File: config.mk
export PLATFORM = sky130hd
export DESIGN_NAME = sym_kernel_expander
export DESIGN_NICKNAME = d
export VERILOG_FILES = /design/src/rtl/ske_pkg.sv /design/src/rtl/ske_load_stage.sv /design/src/rtl/ske_mirror_mem.sv /design/src/rtl/ske_index_map.sv /design/src/rtl/ske_resp_stage.sv /design/src/rtl/sym_kernel_expander.sv
export SDC_FILE = /design/constraint.sdc
export NUM_CORES = 1
export LEC_CHECK = 0
export BUFFER_PORTS_ARGS = -buffer_cell sky130_fd_sc_hd__buf_4
export CAP_MARGIN = 15
export CORE_ASPECT_RATIO = 0.6
export CORE_MARGIN = 2
export CORE_UTILIZATION = 49
export DETAILED_ROUTE_END_ITERATION = 6
export HOLD_SLACK_MARGIN = 0.12
export PLACE_DENSITY = 0.76
export SYNTH_ARGS = -nofsm -noshare
export SYNTH_HDL_FRONTEND = slang
export SYNTH_SLANG_ARGS = --single-unit
File: constraint.sdc
create_clock -name clk -period 23.8 [get_ports clk]
set_input_delay 3.57 -clock clk [delete_from_list [all_inputs] [get_ports clk]]
set_output_delay 3.57 -clock clk [all_outputs]
set_load 0.03 [all_outputs]
File: src/rtl/ske_pkg.sv
`timescale 1ns/1ps
package ske_pkg;
  localparam int SKE_COEF_W = 9;
  localparam int SKE_SLOTS  = 3;
  localparam int SKE_HALF   = 6;
  localparam int SKE_PACK_W = SKE_COEF_W * SKE_SLOTS;

  // Default half kernel, coefficient n for n in 0..15.
  function automatic logic [SKE_COEF_W-1:0] dflt_coef(input int n);
    int v;
    case (n)
      0: v = 0;     1: v = -2;    2: v = -6;    3: v = -8;
      4: v = -10;   5: v = -8;    6: v = -3;    7: v = 2;
      8: v = 18;    9: v = 50;    10: v = 82;   11: v = 119;
      12: v = 155;  13: v = 187;  14: v = 213;  15: v = 227;
      default: v = 0;
    endcase
    return v[SKE_COEF_W-1:0];
  endfunction

  // Packed default half-kernel word w (0..SKE_HALF-1); last word repeats c15 then pad.
  function automatic logic [SKE_PACK_W-1:0] dflt_word(input int w);
    if (w == SKE_HALF - 1)
      return {{SKE_COEF_W{1'b0}}, dflt_coef(15), dflt_coef(15)};
    return {dflt_coef(3*w+2), dflt_coef(3*w+1), dflt_coef(3*w)};
  endfunction
endpackage

File: src/rtl/ske_load_stage.sv
`timescale 1ns/1ps
module ske_load_stage #(
  parameter int HALF_WORDS = 6,
  parameter int PACK_W     = 27,
  localparam int CNT_W     = $clog2(HALF_WORDS)
) (
  input  logic                         clk,
  input  logic                         rst_n,
  input  logic                         ld_fire,
  input  logic [PACK_W-1:0]            ld_word,
  output logic                         commit,
  output logic [HALF_WORDS*PACK_W-1:0] half_flat
);
  logic [CNT_W-1:0]  cnt_q;
  logic [PACK_W-1:0] shadow_q [HALF_WORDS-1];

  assign commit = ld_fire && (cnt_q == CNT_W'(HALF_WORDS-1));

  always_ff @(posedge clk) begin
    if (!rst_n)
      cnt_q <= '0;
    else if (ld_fire)
      cnt_q <= commit ? '0 : cnt_q + 1'b1;
  end

  for (genvar i = 0; i < HALF_WORDS-1; i++) begin : g_shadow
    always_ff @(posedge clk) begin
      if (!rst_n)
        shadow_q[i] <= '0;
      else if (ld_fire && cnt_q == CNT_W'(i))
        shadow_q[i] <= ld_word;
    end
    assign half_flat[i*PACK_W +: PACK_W] = shadow_q[i];
  end
  // The final word goes straight from the stream into the store.
  assign half_flat[(HALF_WORDS-1)*PACK_W +: PACK_W] = ld_word;
endmodule

File: src/rtl/ske_mirror_mem.sv
`timescale 1ns/1ps
module ske_mirror_mem #(
  parameter int HALF_WORDS = 6,
  parameter int PACK_W     = 27,
  localparam int FULL_WORDS = 2*HALF_WORDS - 1
) (
  input  logic                         clk,
  input  logic                         rst_n,
  input  logic                         commit,
  input  logic [HALF_WORDS*PACK_W-1:0] half_flat,
  output logic [FULL_WORDS*PACK_W-1:0] mem_flat
);
  for (genvar i = 0; i < FULL_WORDS; i++) begin : g_word
    // Upper words are mirror copies of the lower ones.
    localparam int SRC = (i < HALF_WORDS) ? i : FULL_WORDS - 1 - i;
    logic [PACK_W-1:0] word_q;
    always_ff @(posedge clk) begin
      if (!rst_n)
        word_q <= ske_pkg::dflt_word(SRC);
      else if (commit)
        word_q <= half_flat[SRC*PACK_W +: PACK_W];
    end
    assign mem_flat[i*PACK_W +: PACK_W] = word_q;
  end
endmodule

File: src/rtl/ske_index_map.sv
`timescale 1ns/1ps
module ske_index_map #(
  parameter int HALF_WORDS = 6,
  parameter int IDX_W      = 5,
  parameter int WIDX_W     = 4
) (
  input  logic [IDX_W-1:0]  idx,
  output logic [WIDX_W-1:0] word,
  output logic [1:0]        slot
);
  localparam int UP_CNT = 3*HALF_WORDS - 1;
  int k_i, j_i, w_i, s_i;

  always_comb begin
    k_i = int'(idx);
    j_i = 0;
    if (k_i < UP_CNT) begin
      w_i = k_i / 3;
      s_i = k_i % 3;
    end else begin
      j_i = k_i - UP_CNT;
      w_i = HALF_WORDS + j_i / 3;
      s_i = 2 - (j_i % 3);
    end
    word = w_i[WIDX_W-1:0];
    slot = s_i[1:0];
  end
endmodule

File: src/rtl/ske_resp_stage.sv
`timescale 1ns/1ps
module ske_resp_stage #(
  parameter int FULL_WORDS = 11,
  parameter int COEF_W     = 9,
  parameter int OUT_W      = 16,
  parameter int WIDX_W     = 4,
  localparam int PACK_W    = 3*COEF_W
) (
  input  logic                         clk,
  input  logic                         rst_n,
  input  logic [FULL_WORDS*PACK_W-1:0] mem_flat,
  input  logic [WIDX_W-1:0]            word,
  input  logic [1:0]                   slot,
  input  logic                         req_valid,
  output logic                         req_ready,
  output logic                         rsp_valid,
  input  logic                         rsp_ready,
  output logic [OUT_W-1:0]             rsp_coef
);
  logic [PACK_W-1:0] sel_word;
  logic [COEF_W-1:0] sel_coef;
  logic              req_fire;

  always_comb begin
    sel_word = '0;
    for (int w = 0; w < FULL_WORDS; w++)
      if (word == WIDX_W'(w)) sel_word = mem_flat[w*PACK_W +: PACK_W];
    case (slot)
      2'd0:    sel_coef = sel_word[0 +: COEF_W];
      2'd1:    sel_coef = sel_word[COEF_W +: COEF_W];
      default: sel_coef = sel_word[2*COEF_W +: COEF_W];
    endcase
  end

  assign req_ready = !rsp_valid || rsp_ready;
  assign req_fire  = req_valid && req_ready;

  always_ff @(posedge clk) begin
    if (!rst_n) begin
      rsp_valid <= 1'b0;
      rsp_coef  <= '0;
    end else if (req_fire) begin
      rsp_valid <= 1'b1;
      rsp_coef  <= {{(OUT_W-COEF_W){sel_coef[COEF_W-1]}}, sel_coef};
    end else if (rsp_ready) begin
      rsp_valid <= 1'b0;
    end
  end
endmodule

File: src/rtl/sym_kernel_expander.sv
`timescale 1ns/1ps
module sym_kernel_expander #(
  parameter int WORD_W     = 32,
  parameter int COEF_W     = ske_pkg::SKE_COEF_W,
  parameter int HALF_WORDS = ske_pkg::SKE_HALF,
  parameter int OUT_W      = 16,
  parameter int IDX_W      = 5
) (
  input  logic              clk,
  input  logic              rst_n,
  input  logic              ld_valid,
  output logic              ld_ready,
  input  logic [WORD_W-1:0] ld_data,
  input  logic              req_valid,
  output logic              req_ready,
  input  logic [IDX_W-1:0]  req_idx,
  output logic              rsp_valid,
  input  logic              rsp_ready,
  output logic [OUT_W-1:0]  rsp_coef
);
  localparam int PACK_W     = 3*COEF_W;
  localparam int FULL_WORDS = 2*HALF_WORDS - 1;
  localparam int WIDX_W     = $clog2(FULL_WORDS);

  logic                         commit;
  logic [HALF_WORDS*PACK_W-1:0] half_flat;
  logic [FULL_WORDS*PACK_W-1:0] mem_flat;
  logic [WIDX_W-1:0]            map_word;
  logic [1:0]                   map_slot;
  logic                         spare_bits_unused;

  assign ld_ready          = 1'b1;
  assign spare_bits_unused = ^ld_data[WORD_W-1:PACK_W];

  ske_load_stage #(.HALF_WORDS(HALF_WORDS), .PACK_W(PACK_W)) u_load (
    .clk(clk), .rst_n(rst_n), .ld_fire(ld_valid && ld_ready),
    .ld_word(ld_data[PACK_W-1:0]), .commit(commit), .half_flat(half_flat)
  );

  ske_mirror_mem #(.HALF_WORDS(HALF_WORDS), .PACK_W(PACK_W)) u_mem (
    .clk(clk), .rst_n(rst_n), .commit(commit),
    .half_flat(half_flat), .mem_flat(mem_flat)
  );

  ske_index_map #(.HALF_WORDS(HALF_WORDS), .IDX_W(IDX_W), .WIDX_W(WIDX_W)) u_map (
    .idx(req_idx), .word(map_word), .slot(map_slot)
  );

  ske_resp_stage #(.FULL_WORDS(FULL_WORDS), .COEF_W(COEF_W), .OUT_W(OUT_W),
                   .WIDX_W(WIDX_W)) u_resp (
    .clk(clk), .rst_n(rst_n), .mem_flat(mem_flat), .word(map_word),
    .slot(map_slot), .req_valid(req_valid), .req_ready(req_ready),
    .rsp_valid(rsp_valid), .rsp_ready(rsp_ready), .rsp_coef(rsp_coef)
  );
endmodule

After elaboration in Yosys (flattened, before gate mapping)
Memory sizes are Yosys's and may differ from the RTL's. A register that Yosys moved wholly into a read port is not among the register bits.
Cells that the tools add are included.
- register bits after elaboration: 40
- RAM bits: 135
- bits of input ports: 42
- output and inout port bits: 19
- word-level logic and storage cells: 91
- memories: 1
- memories (memory ; depth ; bits a word ; rd ports ; clocked after memory_dff ; write ports ; line ; source):
    u_load.shadow_q ; 5 ; 27 ; 5 ; 5 ; 5 ; ske_load_stage.sv:15 ; logic [PACK_W-1:0] shadow_q [HALF_WORDS-1];
- $add $sub $neg: 4
- div/mod/pow operators: 4
- $lt $le $gt $ge: 1
- eq/ne operators: 16
- mux-type cells: 38
- bitwise logic cells: 5
- reduce and logical (&&, ||, !) cells: 18
- operators with widths (operator ; count):
    $mux W27 ; 16
    $div A32 B3 Y32 const B ; 1
    $div A6 B3 Y32 const B ; 1
    $mod A32 B3 Y32 const B ; 1
    $mod A6 B3 Y32 const B ; 1
    $mux W1 ; 18
    $pmux W9 S2 ; 1
    $eq A4 B3 Y1 const B ; 4
    $eq A4 B4 Y1 const B ; 3
    $eq A4 B2 Y1 const B ; 2
    $logic_and A1 B1 Y1 ; 7
    $eq A3 B2 Y1 const B ; 2
    $eq A3 B3 Y1 const B ; 2
    $logic_not A1 Y1 ; 6
    $sub A5 B5 Y6 const B ; 1
    $lt A5 B5 Y1 const B ; 1
    $or A1 B1 Y1 ; 5
    $add A4 B4 Y4 const A ; 1
    $eq A4 B1 Y1 const B ; 1
    $logic_not A4 Y1 ; 1
    $mux W4 ; 1
    $add A3 B1 Y3 const B ; 1
    $eq A3 B1 Y1 const B ; 1
    $logic_not A3 Y1 ; 1
    other kinds (7) ; 7

Logic depth before layout (Yosys ltp)
- depth in word-level cells: 17
- depth in mapped cells: 35
- gate-level depth less buffers: 32

Modules after synthesis
Synthesis repeated with hierarchy kept, for this count alone.
- cell total of the unflattened synthesis: 1682
- area total of the unflattened synthesis: 17244.0 um2
- modules (own cells, without submodules) (module ; times used ; cells an instance ; area each (um2) ; seq. area each (um2)):
    ske_mirror_mem ; 1 ; 657 ; 6925.4 ; 3243.1
    ske_load_stage ; 1 ; 352 ; 5531.6 ; 4113.9
    ske_resp_stage ; 1 ; 490 ; 3449.6 ; 200.2
    ske_index_map ; 1 ; 181 ; 1326.3 ; 0.0
    sym_kernel_expander ; 1 ; 2 ; 11.3 ; 0.0

Least setup slack after synthesis
No wires, ideal clock.
- path kind: input to register
- from: in req_idx[0]
- to: reg u_resp.rsp_coef[6]
- setup time: 0.064 ns
- arrival time: 9.864 ns
- slack: 13.871 ns
- stages on the path: 30
- path buffers: 3
- cells stage by stage: inv_1 ha_1 buf_6 or4_4 a311o_1 buf_2 nand2_1 o21ai_0 ha_1 clkbuf_1 or3_1 nor2_1 xnor2_1 ha_1 a2111o_1 and2_4 nor2_1 ha_1 nor2_1 xor2_1 ha_1 nor3b_1 a211oi_2 a2111oi_4 o31a_1 nand2_2 nor2_1 a2111oi_0 or4_1 nand4_1
- word-level cells in the longest chain between the ends: 17
- ends and longest elaborated chain (element ; line ; source):
    start, declared ; sym_kernel_expander.sv:16 ; input logic [IDX_W-1:0] req_idx,
    $sub A5 B5 Y6 ; ske_index_map.sv:21 ; j_i = k_i - UP_CNT;
    $div A32 B3 Y32 ; ske_index_map.sv:22 ; w_i = HALF_WORDS + j_i / 3;
    $add A4 B4 Y4 ; ske_index_map.sv:22 ;
    $mux W4 ; ske_index_map.sv:17 ; if (k_i < UP_CNT) begin
    $logic_not A4 Y1 ; ske_resp_stage.sv:27 ; if (word == WIDX_W'(w)) sel_word = mem_flat[w*PACK_W +: PACK_W];
    $mux W27 (11 in series) ; ske_resp_stage.sv:27 ;
    $pmux W9 S2 (*) ; ske_resp_stage.sv:28 ; case (slot)
    end signal, assigned ; ske_resp_stage.sv:44 ; rsp_coef <= {{(OUT_W-COEF_W){sel_coef[COEF_W-1]}}, sel_coef};
    end, declared ; ske_resp_stage.sv:18 ; output logic [OUT_W-1:0] rsp_coef
Every way passes the cells marked *; elsewhere a longest branch is shown, timed or not.
A chain may end at the register's enable or synchronous reset.

Worst setup path after layout
- from: in req_idx[0]
- to: reg u_resp.rsp_coef[1]
The elaborated chain is that of the path after synthesis.

==> results.ini <==
[floorplanning]
starting_density_of_the_core_pct = 49.4
design.portCount = 61
die_w_um = 232
die_area_um2 = 32700
design.core.area_um2 = 31000
placementRows = 50
chipHeight_um = 141

[logic_synthesis]
yosys_most_used_dff = dfxtp_1
netlist.top_cell.by_area = edfxtp_1
netlist.area_leader.share_pct = 26.5
number_of_warnings_reported_in_the_yosys_synthesis_log = 0
postSynth.asyncResetShare_pct = 0
netlist_area_pre_place_um2 = 15300
synth-edff-count = 135
netlist_instances = 1768
netlist-cell-type-count = 92
synth-seq-area-share_pct = 49.4
yosys_register_bits = 310
syn_avg_cell_area_um2 = 8.66
syn_nets = 1826
yosys-top-cells-area = edfxtp_1, dfxtp_1, nand2_1

[finish]
area.sequential_um2 = 7560
fin_nets = 1799
most-common-layout-cells = nand2_1, dfxtp_1, a21oi_1, and2_1, edfxtp_1
multiInputGateArea_um2 = 7140
n_fill_cell = 2829
layout.cells.most_common = nand2_1
layout-area-overhead-vs-synth_pct = 9.81
num_antenna_cells = 0
drive_gt1_share_pct = 9.87

[status]
violations = design-rule violations
status = finished with violations

[critical_path]
biggest_fanout_along_the_worst_timing_path = 17
reg2reg_slack_ps = 20930
critPathLaunch = req_idx[0]
max_stage_delay_ps = 1050
setup.worst_path.end_class = register
required_ps = 24310
worstSetupPathType = primary input to register
cp.arrival_ps = 12500
worst_setup_path_start_kind = primary input
ff2ff_path_depth = 5
rr_endpoint = u_mem.g_word[5].word_q[23]
timing.critical_path.slowest_stage_cell = nor2_1
r2r_start = u_load.cnt_q[0]
critPathMostFrequentCell = ha_1
critPathCapture = u_resp.rsp_coef[1]

[clock_network]
ctsResizeCount = 0
tritoncts = done
clock_tree.root_cell = clkbuf_16
cts_made_buffers = 28
clkSlewWorstSetupHoldPaths_ps = 70
clock_path_buffers = 3
clock_sink_count = 310
worstSkewPairLatency_ps = 570
ctsHtreeMaxLevel = 1
post_cts_hold_fix_bufs = 0
post-cts-setup-buffers = 0

[pwr]
power_density_nw_per_um2 = 86.3
leakage_nw = 6.45
finalPower_mw = 1.45
vdd_drop_max_uv = 60.5

[drt]
vias_per_cell = 6.25
routed_wire_length_mm = 49.6
route.detailed.drc = 11
wire_per_inst_um = 22.8
detail-route-antenna-nets = 0
drt_pass_1_iters = 7
overall_via_count_from_detail_route = 13600
drt-initial-drc-count = 2113

[timing]
totalNegativeSetupSlack_ps = 0
max-slew-margin-rel_pct = 14.7
rsz0062_at_grt = false
post-route-period-util_pct = 50.4
finalSetupViolations = 0
max_clock_freq_mhz = 83.4
time_the_worst_path_needs_with_i_o_delays_and_setup_ps = 11990
finalHoldViolations = 0
timing.clock.skew_ps = 12.0
tightest_slew_ps = 1270
final-max-slew-violation-count = 0

[placed_design]
finalWeightedCongestion = 0.925
place.port_buffers = 54
dp_hpwl_mm = 29.7

[global_routing]
antenna_found_initial = 1
grt_first_pass_wirelength_mm = 75.6
number_of_global_route_vias_before_repair = 12500
grt.overflow.total = 0
globalRouteTotalUtil_pct = 30.2
grt_max_degree = 102

[flow_run]
cap_violations = 0

[min_path]
timing.hold.worst.class = register to register

==> worst max-delay path, delay by kind of cell <==
family                     cells  cell delay (ps)
xor gates and xnor gates       2              280
AOI/OAI and AO/OA              9             2310
buffers and inverters          3              690
and+or+nand+nor               11             4280
adders and majority gates      5             1350
==> worst min-delay path by stage <==
| stage | start | end | cells past startpoint |
|---|---|---|---|
| 2_1_floorplan | u_mem.g_word[5].word_q[20] | u_mem.g_word[5].word_q[20] | 2 |
| 3_3_place_gp | u_load.shadow_q[0][10] | u_mem.g_word[10].word_q[10] | 2 |
| 3_5_place_dp | u_load.shadow_q[1][11] | u_mem.g_word[1].word_q[11] | 2 |
| 4_1_cts | u_mem.g_word[5].word_q[17] | u_mem.g_word[5].word_q[17] | 2 |
| 5_1_grt | u_load.shadow_q[0][19] | u_mem.g_word[10].word_q[19] | 2 |
| 6_report | u_load.shadow_q[4][4] | u_mem.g_word[6].word_q[4] | 2 |
==> layer usage <==
metal	track usage (%)	share of wire, %	vias up
met1	45.2	43	6422
met5	0	0	-
met4	7.96	3.1	0
met3	9.12	14	146
li1	-	-	6156
met2	42.0	40	892
==> flip-flops by register name (all words and copies together), names as in the netlist <==
register             count
u_load.cnt_q             3
u_load.shadow_q        135
u_mem.g_word.word_q    162
u_resp.rsp_coef          9
u_resp.rsp_valid         1
==> power by group <==
group,switching [mW],total [mW],leakage [nW],internal [mW]
Sequential,0.0181,0.593,2.83,0.575
Clock,0.204,0.457,0.452,0.253
Combinational,0.277,0.400,3.18,0.123
==> area by class of cell <==
class                           instances  share of cell area (%)
Timing Repair Buffer                   83                    3.71
Multi-Input combinational cell       1303                    42.5
Sequential cell                       310                    45.0
Tap cell                              416                    3.10
Clock buffer                           41                    4.95
Clock inverter                         11                   0.499
Inverter                               15                   0.335
==> logic make-up after synthesis <==
logic type	count (synthesis)	share of synthesized area, %
AOI/OAI and AO/OA	402	17.2
xor gates and xnor gates	7	0.499
adders and majority gates	16	1.31
buffers and inverters	155	4.49
DFF	310	49.4
muxes	16	1.10
other	1	0.0245
and+or+nand+nor	861	26.0
==> through the flow <==
stage	hold slack (ps)	setup WS, ps	cell area [µm²]	std cells	util (%)
2_1_floorplan	431	13870	15300	1768	-
3_3_place_gp	435	11810	15900	2127	51.3
3_5_place_dp	442	11680	15900	2127	51.3
4_1_cts	453	12220	16800	2179	54.3
5_1_grt	471	11550	16800	2179	54.3
6_report	448	11810	16800	2179	54.3
==> cell usage after synthesis (all sizes together), types with 15 or more instances <==
cell and number:
nand2 461, dfxtp 175, a21oi 166, and2 137, edfxtp 135, nand3 124
clkbuf 86, o21ai 66, buf 54, nor2 54, nor3 27, a31oi 16
ha 16, inv 15
(Power assumes the default switching activity.)
